$ cat src/rtl/dtg_pkg.sv
package dtg_pkg;
  // True when one more counted sample brings the run to the limit.
  function automatic logic run_completes(input int unsigned run_len, input int unsigned limit);
    return (run_len + 1) >= limit;
  endfunction

  function automatic int unsigned cnt_width(input int unsigned limit);
    return (limit < 2) ? 1 : $clog2(limit + 1);
  endfunction
endpackage

$ cat src/rtl/dtg_run_counter.sv
module dtg_run_counter #(
  parameter int unsigned LIMIT = 16
) (
  input  logic clk,
  input  logic rst_n,
  input  logic clear,
  input  logic count_en,
  output logic last_needed
);
  localparam int unsigned W = dtg_pkg::cnt_width(LIMIT);
  localparam logic [W-1:0] LIM_V = W'(LIMIT);

  logic [W-1:0] run_q;

  always_ff @(posedge clk or negedge rst_n) begin
    if (!rst_n)
      run_q <= '0;
    else if (clear)
      run_q <= '0;
    else if (count_en && run_q < LIM_V)
      run_q <= run_q + 1'b1;
  end

  assign last_needed = dtg_pkg::run_completes(32'(run_q), LIMIT);

  AST_RUN_SATURATES: assert property (@(posedge clk) disable iff (!rst_n)
    run_q <= LIM_V);
  AST_RUN_CLEARS: assert property (@(posedge clk) disable iff (!rst_n)
    clear |=> run_q == '0);
endmodule

$ cat src/rtl/dtg_trip_latch.sv
module dtg_trip_latch (
  input  logic clk,
  input  logic rst_n,
  input  logic wipe,
  input  logic set_evt,
  input  logic release_evt,
  output logic tripped
);
  always_ff @(posedge clk or negedge rst_n) begin
    if (!rst_n)
      tripped <= 1'b0;
    else if (wipe)
      tripped <= 1'b0;
    else if (set_evt)
      tripped <= 1'b1;
    else if (release_evt)
      tripped <= 1'b0;
  end
endmodule

$ cat src/rtl/dom_timeout_guard.sv
module dom_timeout_guard #(
  parameter int unsigned TRIP_TICKS    = 7_500_000,
  parameter int unsigned RELEASE_TICKS = 1_250
) (
  input  logic clk,
  input  logic rst_n,
  input  logic txd_in,
  input  logic normal_mode,
  input  logic guard_on,
  output logic drv_dominant,
  output logic timeout_flag
);
  logic low_last, high_last, tripped;
  logic low_clear, high_clear;
  logic trip_evt, release_evt, wipe_evt;

  assign low_clear  = !normal_mode || txd_in;
  assign high_clear = !normal_mode || !txd_in || !tripped;

  dtg_run_counter #(.LIMIT(TRIP_TICKS)) u_low_run (
    .clk(clk), .rst_n(rst_n), .clear(low_clear), .count_en(1'b1),
    .last_needed(low_last)
  );

  dtg_run_counter #(.LIMIT(RELEASE_TICKS)) u_high_run (
    .clk(clk), .rst_n(rst_n), .clear(high_clear), .count_en(1'b1),
    .last_needed(high_last)
  );

  assign wipe_evt    = !normal_mode || !guard_on;
  assign trip_evt    = !txd_in && low_last;
  assign release_evt = tripped && txd_in && high_last;

  dtg_trip_latch u_latch (
    .clk(clk), .rst_n(rst_n), .wipe(wipe_evt), .set_evt(trip_evt),
    .release_evt(release_evt), .tripped(tripped)
  );

  assign drv_dominant = normal_mode && !txd_in && !tripped;
  assign timeout_flag = tripped;

  AST_TRIP_AFTER_LOW: assert property (@(posedge clk) disable iff (!rst_n)
    $rose(timeout_flag) |-> $past(!txd_in && normal_mode && guard_on));
  AST_RELEASE_AFTER_HIGH: assert property (@(posedge clk) disable iff (!rst_n)
    ($fell(timeout_flag) && $past(normal_mode && guard_on)) |-> $past(txd_in));
  AST_OFF_NO_TRIP: assert property (@(posedge clk) disable iff (!rst_n)
    !guard_on |=> !timeout_flag);
  AST_EXIT_CLEARS: assert property (@(posedge clk) disable iff (!rst_n)
    !normal_mode |=> !timeout_flag);
  AST_TRIP_HOLDS: assert property (@(posedge clk) disable iff (!rst_n)
    (timeout_flag && normal_mode && guard_on && !txd_in) |=> timeout_flag);
endmodule

$ cat config.mk
export PLATFORM = sky130hd
export DESIGN_NAME = dom_timeout_guard
export DESIGN_NICKNAME = d
export VERILOG_FILES = /design/src/rtl/dtg_pkg.sv /design/src/rtl/dtg_run_counter.sv /design/src/rtl/dtg_trip_latch.sv /design/src/rtl/dom_timeout_guard.sv
export SDC_FILE = /design/constraint.sdc
export NUM_CORES = 1
export LEC_CHECK = 0
export BUFFER_PORTS_ARGS = -buffer_cell sky130_fd_sc_hd__buf_2
export CAP_MARGIN = 20
export CORE_MARGIN = 8
export CORE_UTILIZATION = 40
export DETAILED_ROUTE_END_ITERATION = 6
export PLACE_DENSITY = 0.65
export SETUP_SLACK_MARGIN = 0.5
export SLEW_MARGIN = 20
export SYNTH_ARGS = -nofsm -noshare
export SYNTH_HDL_FRONTEND = slang
export SYNTH_HIERARCHICAL = 1
export SYNTH_SLANG_ARGS = --single-unit
$ cat constraint.sdc
create_clock -name clk -period 5.61 [get_ports clk]
set_input_delay 0 -clock clk [delete_from_list [all_inputs] [get_ports clk]]
set_output_delay 0 -clock clk [all_outputs]
set_load 0.1 [all_outputs]
Word level (Yosys, flattened, before mapping)
Index checks and enable logic that the tools add are counted.

Flip-flop bits (word level): 35. Input bits: 5. Output and inout port bits: 2. Logic and storage cells: 34.

Add/subtract/negate cells: 4. Magnitude comparators: 4. Multiplexer cells: 7. Reductions and logical operators: 16.

Operator list (number): $mux 23 (2); $ge 32x11->1 const B (1); $ge 32x23->1 const B (1); $add 23x1->24 const B (1); $add 23x1->23 const B (1); $lt 23x23->1 const B (1); $mux 11 (2); $add 11x1->12 const B (1); $add 11x1->11 const B (1); $lt 11x11->1 const B (1); $logic_and 1x1->1 (5); $logic_not 1->1 (4); $logic_or 1x1->1 (4); $reduce_bool 2->1 (2); $mux 1 (3); $reduce_bool 3->1 (1).

Depth between registers and ports, before layout
Gate-level depths: netlist of the first run.

Word-level depth: 6. Mapped depth: 10. Mapped depth without buffers: 10.

Cells and area by module
Netlist of the first run, hierarchy kept.

By module, submodules not included: dtg_run_counter (u_low_run) (times used 1, cells an instance 191, area each 1635.3 um^2, sequential area each 575.6 um^2); dtg_run_counter (u_high_run) (times used 1, cells an instance 88, area each 853.3 um^2, sequential area each 275.3 um^2); dom_timeout_guard (times used 1, cells an instance 7, area each 43.8 um^2, sequential area each 0.0 um^2); dtg_trip_latch (times used 1, cells an instance 4, area each 43.8 um^2, sequential area each 25.0 um^2).

Worst setup path after synthesis of the first run
OpenSTA, ideal clock, no wires.

Path kind: reg2reg. Start: register u_high_run.run_q[1]. End: register u_latch.tripped. Arrival: 2.155 ns. Data required time: 5.536 ns. Slack: 3.381 ns. Cell stages (with the launch flop): 10. Buffers on the path: 0. Cell sequence: dfrtp_1 -> ha_1 -> nand4_4 -> nor2_2 -> nand2_1 -> mux2_2 -> a221o_1 -> and3_1 -> nand2b_1 -> a21oi_2.

Cells in the longest elaborated chain, start to end: 4.

Ends and longest elaborated chain: start: declaration (RTL line dtg_run_counter.sv:13) `logic [W-1:0] run_q;`; start signal: assignment (RTL line dtg_run_counter.sv:21) `run_q <= run_q + 1'b1;`; $add 11x1->12 (RTL line dtg_pkg.sv:4) `return (run_len + 1) >= limit;`; $ge 32x11->1 (RTL line dtg_pkg.sv:4); named net high_last (RTL line dom_timeout_guard.sv:13) `logic low_last, high_last, tripped;`; $logic_and 1x1->1 (RTL line dom_timeout_guard.sv:32) `assign release_evt = tripped && txd_in && high_last;`; named net release_evt (RTL line dom_timeout_guard.sv:15) `logic trip_evt, release_evt, wipe_evt;`; $reduce_bool 3->1 (no line); end signal: assignment (RTL line dtg_trip_latch.sv:11) `tripped <= 1'b0;`; end signal: assignment (RTL line dtg_trip_latch.sv:13) `tripped <= 1'b0;`; end signal: assignment (RTL line dtg_trip_latch.sv:15) `tripped <= 1'b1;`; end: declaration (RTL line dtg_trip_latch.sv:7) `output logic tripped`.

The timed path passes the listed nets, and every way through them passes these cells. A chain may end at the register's enable or synchronous reset.

Final worst setup path of the first run
Start: register u_low_run.run_q[0]. End: register u_latch.tripped.

Cells in the longest elaborated chain, start to end: 5. Elaborated cells between the ends (all ways): 6. Classes of those cells: 1 x add/sub; 1 x order compare; 2 x mux; 2 x reduce/logical.

Ends and longest elaborated chain: start: declaration (RTL line dtg_run_counter.sv:13); start signal: assignment (RTL line dtg_run_counter.sv:21); $add 23x1->24 * (RTL line dtg_pkg.sv:4); $ge 32x23->1 * (RTL line dtg_pkg.sv:4); named net low_last (RTL line dom_timeout_guard.sv:13); $logic_and 1x1->1 * (RTL line dom_timeout_guard.sv:31) `assign trip_evt = !txd_in && low_last;`; named net trip_evt (RTL line dom_timeout_guard.sv:15); $mux 1 (RTL line dtg_trip_latch.sv:14) `else if (set_evt)`; $mux 1 (RTL line dtg_trip_latch.sv:12) `else if (wipe)`.

Mark *: on every way through the listed nets, which the timed path passes. The rest lies on a longest branch.

==> results.tsv, run 1 <==
metric	value	unit
outcome	finished, final reports clean	
cts_hold_buffers	3	
synth_seq_area_share	0.340	
finClkSkew	0.0112	ns
port_buffers	6	
ir_worst_vdd	0.143	mV
finish.net_count	298	
synth_area_leaders	dfrtp_1, xor2_1, nor2_1	
first_pass_iters	4	
core_area	6280	µm²
avgSynthCellArea	8.88	µm²
place.gp.congestion	0.859	
dieArea	9270	µm²
io_pins	7	
die_h	96.3	µm
setup_slack	3.15	ns
htree_levels	2	
slew_headroom	0.428	
setup_viol	0	
worstPathArrival	2.68	ns
rr_endpoint	u_latch/tripped	
maxCapViolCount	0	
cp-endpoint	u_latch/tripped	
cts_resized	0	
worst_setup_path_end_kind	register	
cts.sinks	35	
dpl-instance-area	2600	µm²
synth-edff-count	0	
via_per_inst	5.59	
final.min_clock_period	2.46	ns
cp-start-kind	register	
synthDistinctLibCells	58	
dpl_worst_slack	3.14	ns
cp-startpoint	u_low_run/run_q[0]	
rsz0062_at_grt	no	
final_cells	368	
dp.cells	357	
dp_hpwl	3.53	mm
post_cts_buffers	0	
diodes	0	
drt_iter0_drc	99	
dieWidth	96.3	µm
register_area	876	µm²
clk_latency	0.29	ns
grt_pass1_wl	9.44	mm
cp_max_fo	9	
numCtsBuffers	5	
wl_per_cell	13.9	µm
num_rows	29	
ys.flop_type	dfrtp_1	
r2r_start	u_low_run/run_q[0]	
grt_pass1_vias	1999	
period_share	0.438	
critical_path_class	reg -> reg	
grt_antenna_before_repair	0	
slew_violations	0	
hp-class	in -> reg	
yosys-top-cells-count	nor2_1, dfrtp_1, nand2_1	
async_flop_share	1.00	
grt_max_degree	36	
grtUsageTotal	0.125	
r2r_setup_slack	3.15	ns
area_growth	6.70	%
drive_above_1_share	0.137	
clock-root-buffer	clkbuf_8	
worstMarginPinSlew	0.858	ns
cts_buffer_depth	2	
r2r_cells	10	
remaining_drc_errors	0	
fin_util	0.438	
synth_seq_cells	35	
p_leak	1.00	nW
drt_wl_total	5.12	mm
powerDensity	188	nW/µm²
finalPower	0.517	mW
postLayoutCellArea	2750	µm²
whs	0.0149	ns
yosys_warnings	6	
nFillCells	621	
synth.largest_area_cell	dfrtp_1	
ant_nets	0	
grt-ovfl-total	0	
vias	2057	
yosysMostFrequentCell	nor2_1	
hold_viol	0	
syn_area	2580	µm²
multi_input_area	1560	µm²
cts_tree	yes	
yosysTopAreaCellShare	0.340	
timing.fmax	407	MHz
postSynthCellCount	290	
start_util	0.410	
crit_required	5.84	ns
setup_tns	0	ns
clk_pin_slew_worst_paths	0.07	ns
## worst max-delay path, stage by stage, from the launching register on
cell and delay (ns):
dfrtp_1 0.41, ha_1 0.27, nand4_2 0.29, nor3_2 0.38, nor3b_2 0.33, o221a_2 0.22
o21ai_0 0.06, a21oi_1 0.15, nor2b_1 0.14, inv_1 0.05, a21oi_2 0.10
## layout by cell type, fill, tap and decap left out, types with 8 or more instances in the layout
cell type / Yosys / layout
nor2_1: 43 / 43
inv_1: 9 / 9
a211oi_1: 8 / 8
xnor2_1: 12 / 12
o21ai_0: 8 / 8
xor2_1: 19 / 19
nand2_1: 22 / 22
a21oi_1: 9 / 9
nand3_1: 14 / 14
nand4_1: 13 / 13
dfrtp_1: 35 / 35
## state kept, by name (all words and copies together) (netlist names)
signal            count
u_latch/tripped       1
u_low_run/run_q      23
u_high_run/run_q     11
## area by class of cell
| cell class | instances | share of cell area |
|---|---|---|
| Sequential cell | 35 | 0.319 |
| Timing Repair Buffer | 10 | 0.0246 |
| Multi-Input combinational cell | 229 | 0.567 |
| Clock inverter | 2 | 0.0127 |
| Tap cell | 77 | 0.0350 |
| Clock buffer | 6 | 0.0300 |
| Inverter | 9 | 0.0123 |
## power breakdown
part	switching [mW]	total [mW]	internal (mW)
sequential	0.000942	0.254	0.253
clock	0.0967	0.241	0.144
combinational	0.0170	0.0228	0.00584
## worst min path at each step
stage | start | endpoint | slack [ns] | cells past startpoint
after floorplan | rst_n | u_high_run/run_q[0] | -0.30 | 0
after global placement | rst_n | u_low_run/run_q[11] | 0.14 | 1
after detailed placement | rst_n | u_low_run/run_q[11] | 0.14 | 1
after CTS | txd_in | u_latch/tripped | 0.007 | 4
after global routing | txd_in | u_latch/tripped | 0.06 | 4
final | txd_in | u_latch/tripped | 0.01 | 4
## cells by family after synthesis
family,count (synthesis),synth area share
AND/OR/NAND/NOR,137,0.308
AO/OA/AOI/OAI,48,0.152
flip-flops,35,0.340
XOR/XNOR,31,0.105
buffers and inverters,31,0.0626
multiplexers,4,0.0165
adder cells (fa/ha/maj),3,0.0146
other,1,0.00146
## layer usage
metal,vias to the layer above,track usage,share of wire
met1,991,0.164,0.48
met5,-,0,0
met2,24,0.200,0.48
met4,0,0.0435,0.012
met3,8,0.0250,0.025
li1,1034,-,-
Note: power is estimated with default switching activity, not from simulation.
==> run 2: changes to the inputs <==
- PLACE_DENSITY: 0.65 -> 0.67
- clock period: 5.61 -> 2 ns (I/O delays scaled with it)
==> run 2 against run 1 <==
Against the previous run:
- the run now ends with negative setup slack left
- setup slack worse by 3.2 ns
- combinational power rose to 4.3 times the previous value
- first-iteration DRC count down 9.1%
- non-clock buffer count up 81
- via count up 20%
- sequential share of layout area down 8.2 points
- sequential power rose to 2.8 times the previous value
- clock skew down 0.0041 ns
- utilization up 17 points
- largest cell class unchanged
==> results.tsv, run 2 (synthesized netlist as in run 1, its figures left out) <==
metric	value	unit	change
p_int	1.15	mW	+190%
diodes	0		unchanged
first_pass_iters	4		unchanged
clockPowerShare	0.458		-0.007
hold_viol	0		unchanged
crit_required	2.22	ns	-3.62 ns
r2r_setup_slack	-0.08	ns	-3.24 ns
dp_hpwl	4.51	mm	+28%
dpl-instance-area	3240	µm²	+25%
final_cell_mix	buf_4, nor2_1, dfrtp_1, xor2_1, dfrtp_2		
grtUsageTotal	0.158		+0.0321
rsz0062_at_grt	yes		
via_per_inst	5.48		-1.9%
cts_buffer_depth	2		unchanged
final.min_clock_period	2.08	ns	-0.372 ns
finish.net_count	380		+28%
critical_path_class	reg -> reg		
grt_max_degree	36		unchanged
hold_end	u_latch/tripped		
powerDensity	395	nW/µm²	+110%
port_buffers	6		unchanged
p_sw_frac	0.232		+0.0101
remaining_drc_errors	0		unchanged
grt_antenna_before_repair	0		unchanged
clock-root-buffer	clkbuf_8		
drt_wl_total	6.97	mm	+36%
worstHoldPathCells	4		unchanged
slew_violations	0		unchanged
cts.sinks	35		unchanged
rr_endpoint	u_latch/tripped		
vias	2467		+20%
p_leak	1.54	nW	+53%
layout_commonest_cell	buf_4		
fin_util	0.605		+0.167
dp.cells	416		+17%
slew_headroom	0.461		+0.0327
combPwrFrac	0.066		+0.022
ir_worst_vdd	0.271	mV	+90%
cp_max_fo	4		-5
wl_per_cell	15.5	µm	+11%
drive_above_1_share	0.488		+0.350
dieArea	9270	µm²	unchanged
worstMarginPinSlew	0.809	ns	-0.0491 ns
place.gp.congestion	0.872		+1.6%
clk_latency	0.29	ns	about the same
dieWidth	96.3	µm	unchanged
setup_viol	1		+1
setup_slack	-0.0838	ns	-3.24 ns
final_cells	450		+22%
grt_pass1_vias	2431		+22%
finClkSkew	0.00705	ns	-0.00413 ns
numCtsBuffers	5		unchanged
htree_levels	2		unchanged
timing.fmax	480	MHz	+18%
ant_nets	0		unchanged
hp-class	in -> reg		
worstPathArrival	2.31	ns	-0.37 ns
grt_pass1_wl	11.6	mm	+23%
whs	0.0328	ns	+0.0179 ns
switchingPower	0.347	mW	+200%
seqPwrFrac	0.477		-0.014
largest_reg_flops	23		unchanged
worst_setup_path_end_kind	register		
io_pins	7		unchanged
grt-ovfl-total	0		unchanged
start_util	0.410		unchanged
period_share	1.04		+0.604
num_rows	29		unchanged
outcome	complete, but fails checks		
min-delay-start	txd_in		
drt_iter0_drc	90		-9.1%
area_growth	47.3	%	
core_area	6280	µm²	unchanged
regMostFlops	u_low_run/run_q		
cp-start-kind	register		
cts_tree	yes		
maxCapViolCount	0		unchanged
finalPower	1.50	mW	+190%
die_h	96.3	µm	unchanged
clk_pin_slew_worst_paths	0.08	ns	about the same
postLayoutCellArea	3790	µm²	+38%
r2r_cells	9		-1
largestRegisters	u_low_run/run_q: 23 flops, u_high_run/run_q: 11 flops, u_latch/tripped: 1 flops		
r2r_start	u_low_run/run_q[13]		
cp-startpoint	u_low_run/run_q[13]		
violations	negative setup slack		
[run 2: changes by cell type in the layout (fill, tap and decap cells not counted), sizes merged]
cell / change
o21ai: +1
clkbuf: +1
buf: +80
[run 2: layer usage]
layer,GRT usage,vias up,wire length [µm]
met5,0,-,0
met4,0.0589,0,119
met2,0.288,37,3690
li1,-,1192,-
met1,0.179,1225,2990
met3,0.0242,13,167
[run 2: area by class of cell]
| class | count | area, µm² |
|---|---|---|
| fillers | 530 | 2480 |
| multi-input cells | 230 | 1930 |
| flip-flops and latches | 35 | 898 |
| repair buffers | 91 | 723 |
| well taps | 77 | 96.3 |
| clock buffers | 6 | 82.6 |
| clock inverters | 2 | 35.0 |
| inverters | 9 | 33.8 |
[run 2: critical path, cell delays in order (launching register included)]
cell	delay, ns
dfrtp_1	0.40
nand4_1	0.23
or3_4	0.47
nor4_1	0.26
o21a_1	0.17
a211oi_2	0.06
a21oi_2	0.13
nor2b_1	0.13
inv_1	0.05
a21oi_2	0.12
[run 2: how the worst max path moves through the flow]
stage,end,slack [ns],cells after the start
global route,u_latch/tripped,-0.22,9
floorplan,u_latch/tripped,0.05,10
finish,u_latch/tripped,-0.08,9
CTS,u_latch/tripped,-0.03,10
global placement,u_latch/tripped,-0.06,9
detailed placement,u_latch/tripped,-0.12,10
[run 2: power groups by stage]
| stage | logic [mW] | clock network [mW] | registers, mW |
|---|---|---|---|
| global route | 0.109 | 0.727 | 0.714 |
| global placement | 0.0728 | 0 | 0.728 |
| finish | 0.0985 | 0.685 | 0.713 |
| floorplan | 0.0405 | 0 | 0.728 |
| CTS | 0.0917 | 0.695 | 0.713 |
| detailed placement | 0.0745 | 0 | 0.728 |
[run 2: stage by stage]
| stage | setup TNS, ns | setup slack (ns) |
|---|---|---|
| after floorplan | 0 | 0.0488 |
| after global placement | -0.0557 | -0.0557 |
| after detailed placement | -0.124 | -0.124 |
| after CTS | -0.0289 | -0.0289 |
| after global routing | -0.235 | -0.218 |
| final | -0.0838 | -0.0838 |
[run 2: timing repair]
action | in CTS | in global routing
setup endpoints to repair | 34 | 35
buffers inserted | 11 | 10
hold buffers | 3 | 0
pin swaps | 21 | 8
gates resized for setup | 32 | 22
cloned | 2 | 0
hold endpoints to repair | 36 | 0
==> run 3: changes to the inputs <==
--- a/config.mk
+++ b/config.mk
@@ -9,3 +9,2 @@
 export CAP_MARGIN = 20
-export CORE_MARGIN = 8
 export CORE_UTILIZATION = 40
==> constraint.sdc (replaced) <==
create_clock -name clk -period 2 [get_ports clk]
set_input_delay 0.4 -clock clk [delete_from_list [all_inputs] [get_ports clk]]
set_output_delay 0.4 -clock clk [all_outputs]
set_load 0.1 [all_outputs]
==> run 3 against run 2 <==
Against the previous run:
- the run still ends with negative setup slack left
- clock-buffer cell count decreased by 1
- clock skew barely moved
- combinational power increased by 1%
- die area shrank 27%
- utilization rose by 0.65 points
- setup slack improved by 0.023 ns
- non-clock buffer count decreased by 10
- design area fell by 2.4%
==> results.tsv, run 3 (synthesized netlist as in run 1, its figures left out) <==
metric	value	unit	change
cp_slowest_stage_delay	0.49	ns	+0.02 ns
num_rows	28		-3.4%
regMostFlops	u_low_run/run_q		
io_pins	7		unchanged
diodes	0		unchanged
cp_max_fo	7		+3
finish.net_count	370		-2.6%
outcome	complete, but fails checks		
r2r_start	u_low_run/run_q[11]		
remaining_drc_errors	0		unchanged
worstMarginPinSlew	0.531	ns	-0.278 ns
period_share	1.03		-0.0113
area_growth	43.8	%	
core_area	6060	µm²	-3.4%
p_sw_frac	0.250		+0.0185
clock-root-buffer	clkbuf_8		
wl_per_cell	15.2	µm	-1.7%
grt_max_degree	24		-33%
rsz0062_at_grt	yes		
grtUsageTotal	0.199		+0.0416
grt_pass1_wl	10.3	mm	-11%
clk_latency	0.29	ns	about the same
finalPower	1.31	mW	-12%
cp_cell_sequence	nand4_4 > nor4_2 > xor2_1 > or4_1 > nand3_1 > a21oi_1 > nor2b_1 > inv_1 > a21oi_2		
setup_slack	-0.0611	ns	+0.0227 ns
crit_required	2.18	ns	-0.04 ns
cts_tree	yes		
seqPwrFrac	0.543		+0.066
postLayoutCellArea	3700	µm²	-2.4%
p_leak	1.46	nW	-4.8%
place.gp.congestion	0.855		-1.9%
slew_violations	0		unchanged
worst_setup_path_end_kind	register		
slew_headroom	0.646		+0.185
dieWidth	82.3	µm	-15%
finClkSkew	0.00658	ns	-0.000469 ns
cts_buffer_depth	2		unchanged
hold_viol	0		unchanged
htree_levels	2		unchanged
setup_viol	1		unchanged
violations	negative setup slack		
dpl_worst_slack	-0.0889	ns	+0.0350 ns
die_h	82.3	µm	-15%
ir_worst_vdd	0.306	mV	+13%
drt_iter0_drc	145		+61%
worstPathArrival	2.24	ns	-0.07 ns
timing.fmax	485	MHz	+1.1%
switchingPower	0.329	mW	-5.2%
drt_wl_total	6.67	mm	-4.3%
via_per_inst	5.45		-0.68%
drive_above_1_share	0.482		-0.00584
grt_antenna_before_repair	0		unchanged
p_int	0.985	mW	-14%
setup_tns	-0.0611	ns	+0.0227 ns
first_pass_iters	4		unchanged
maxCapViolCount	0		unchanged
largestRegisters	u_low_run/run_q: 23 flops, u_high_run/run_q: 11 flops, u_latch/tripped: 1 flops		
numCtsBuffers	5		unchanged
cp-start-kind	register		
final_cell_mix	buf_4, nor2_1, xor2_1, dfrtp_2, dfrtp_1		
clk_pin_slew_worst_paths	0.08	ns	about the same
hp-class	in -> async		
dp_hpwl	4.42	mm	-2.0%
nFillCells	506		-4.5%
powerDensity	355	nW/µm²	-10%
vias	2385		-3.3%
dpl-instance-area	3210	µm²	-1.0%
combPwrFrac	0.076		+0.010
cp_slowest_cell	or4_1		
grt-ovfl-total	0		unchanged
port_buffers	6		unchanged
clockPowerShare	0.381		-0.077
cp-startpoint	u_low_run/run_q[11]		
final.min_clock_period	2.06	ns	-0.0227 ns
cts.sinks	35		unchanged
ant_nets	0		unchanged
grt_pass1_vias	2215		-8.9%
dieArea	6770	µm²	-27%
critical_path_class	reg -> reg		
start_util	0.425		+0.0147
fin_util	0.611		+0.00652
largest_reg_flops	23		unchanged
layout_commonest_cell	buf_4		
run 3: path summary, 6_finish.rpt:
check                                 endpoint  slack (ns)  depth (start not counted)
max                            u_latch/tripped       -0.06                          9
max reg2reg                    u_latch/tripped       -0.06                          9
min                        u_low_run/run_q[17]        0.09                          1
max in group asynchronous   u_low_run/run_q[2]        1.37                          2
min in group clk               u_latch/tripped        0.35                          3
min reg2reg                u_low_run/run_q[22]        0.58                          2
run 3: worst max-delay path, delay by kind of cell (launching register included):
family | cells | cell delay (ns)
simple gates | 5 | 1.25
xor+xnor | 1 | 0.10
compound gates | 2 | 0.11
flops | 1 | 0.42
buf+inv | 1 | 0.07
run 3: timing repair:
action                     CTS  global route
resized for setup           29            32
hold buffers                 0             0
gates cloned                 1             1
hold endpoints to repair     0             0
setup buffers                9             8
pin swaps                   18            10
setup endpoints to repair   36            35
run 3: stage by stage:
step / hold WS, ns / instances
after floorplan: 0.104 / 295
after global placement: 0.410 / 411
after detailed placement: 0.416 / 411
after CTS: 0.101 / 429
after global routing: 0.124 / 438
final: 0.0869 / 438
run 3: power groups by stage:
| stage | clock, mW | sequential [mW] | combinational [mW] |
|---|---|---|---|
| 3_5_place_dp | 0 | 0.728 | 0.0753 |
| 6_report | 0.500 | 0.714 | 0.0996 |
| 3_3_place_gp | 0 | 0.728 | 0.0741 |
| 5_1_grt | 0.561 | 0.714 | 0.109 |
| 2_1_floorplan | 0 | 0.728 | 0.0404 |
| 4_1_cts | 0.520 | 0.714 | 0.0895 |
run 3: per-layer routing:
metal	global-route usage	share of wire	up-vias
met5	0	0	-
met4	0.0544	0.010	0
met3	0.0330	0.028	8
met2	0.350	0.52	35
met1	0.250	0.44	1162
li1	-	-	1180
run 3: cell type report:
cell class	instances	area (µm²)	area share
clock buffers	5	68.8	0.0186
clock inverters	3	15.0	0.00405
inverters	9	33.8	0.00912
multi-input cells	230	1930	0.521
flip-flops and latches	35	898	0.243
well taps	75	93.8	0.0253
repair buffers	81	663	0.179
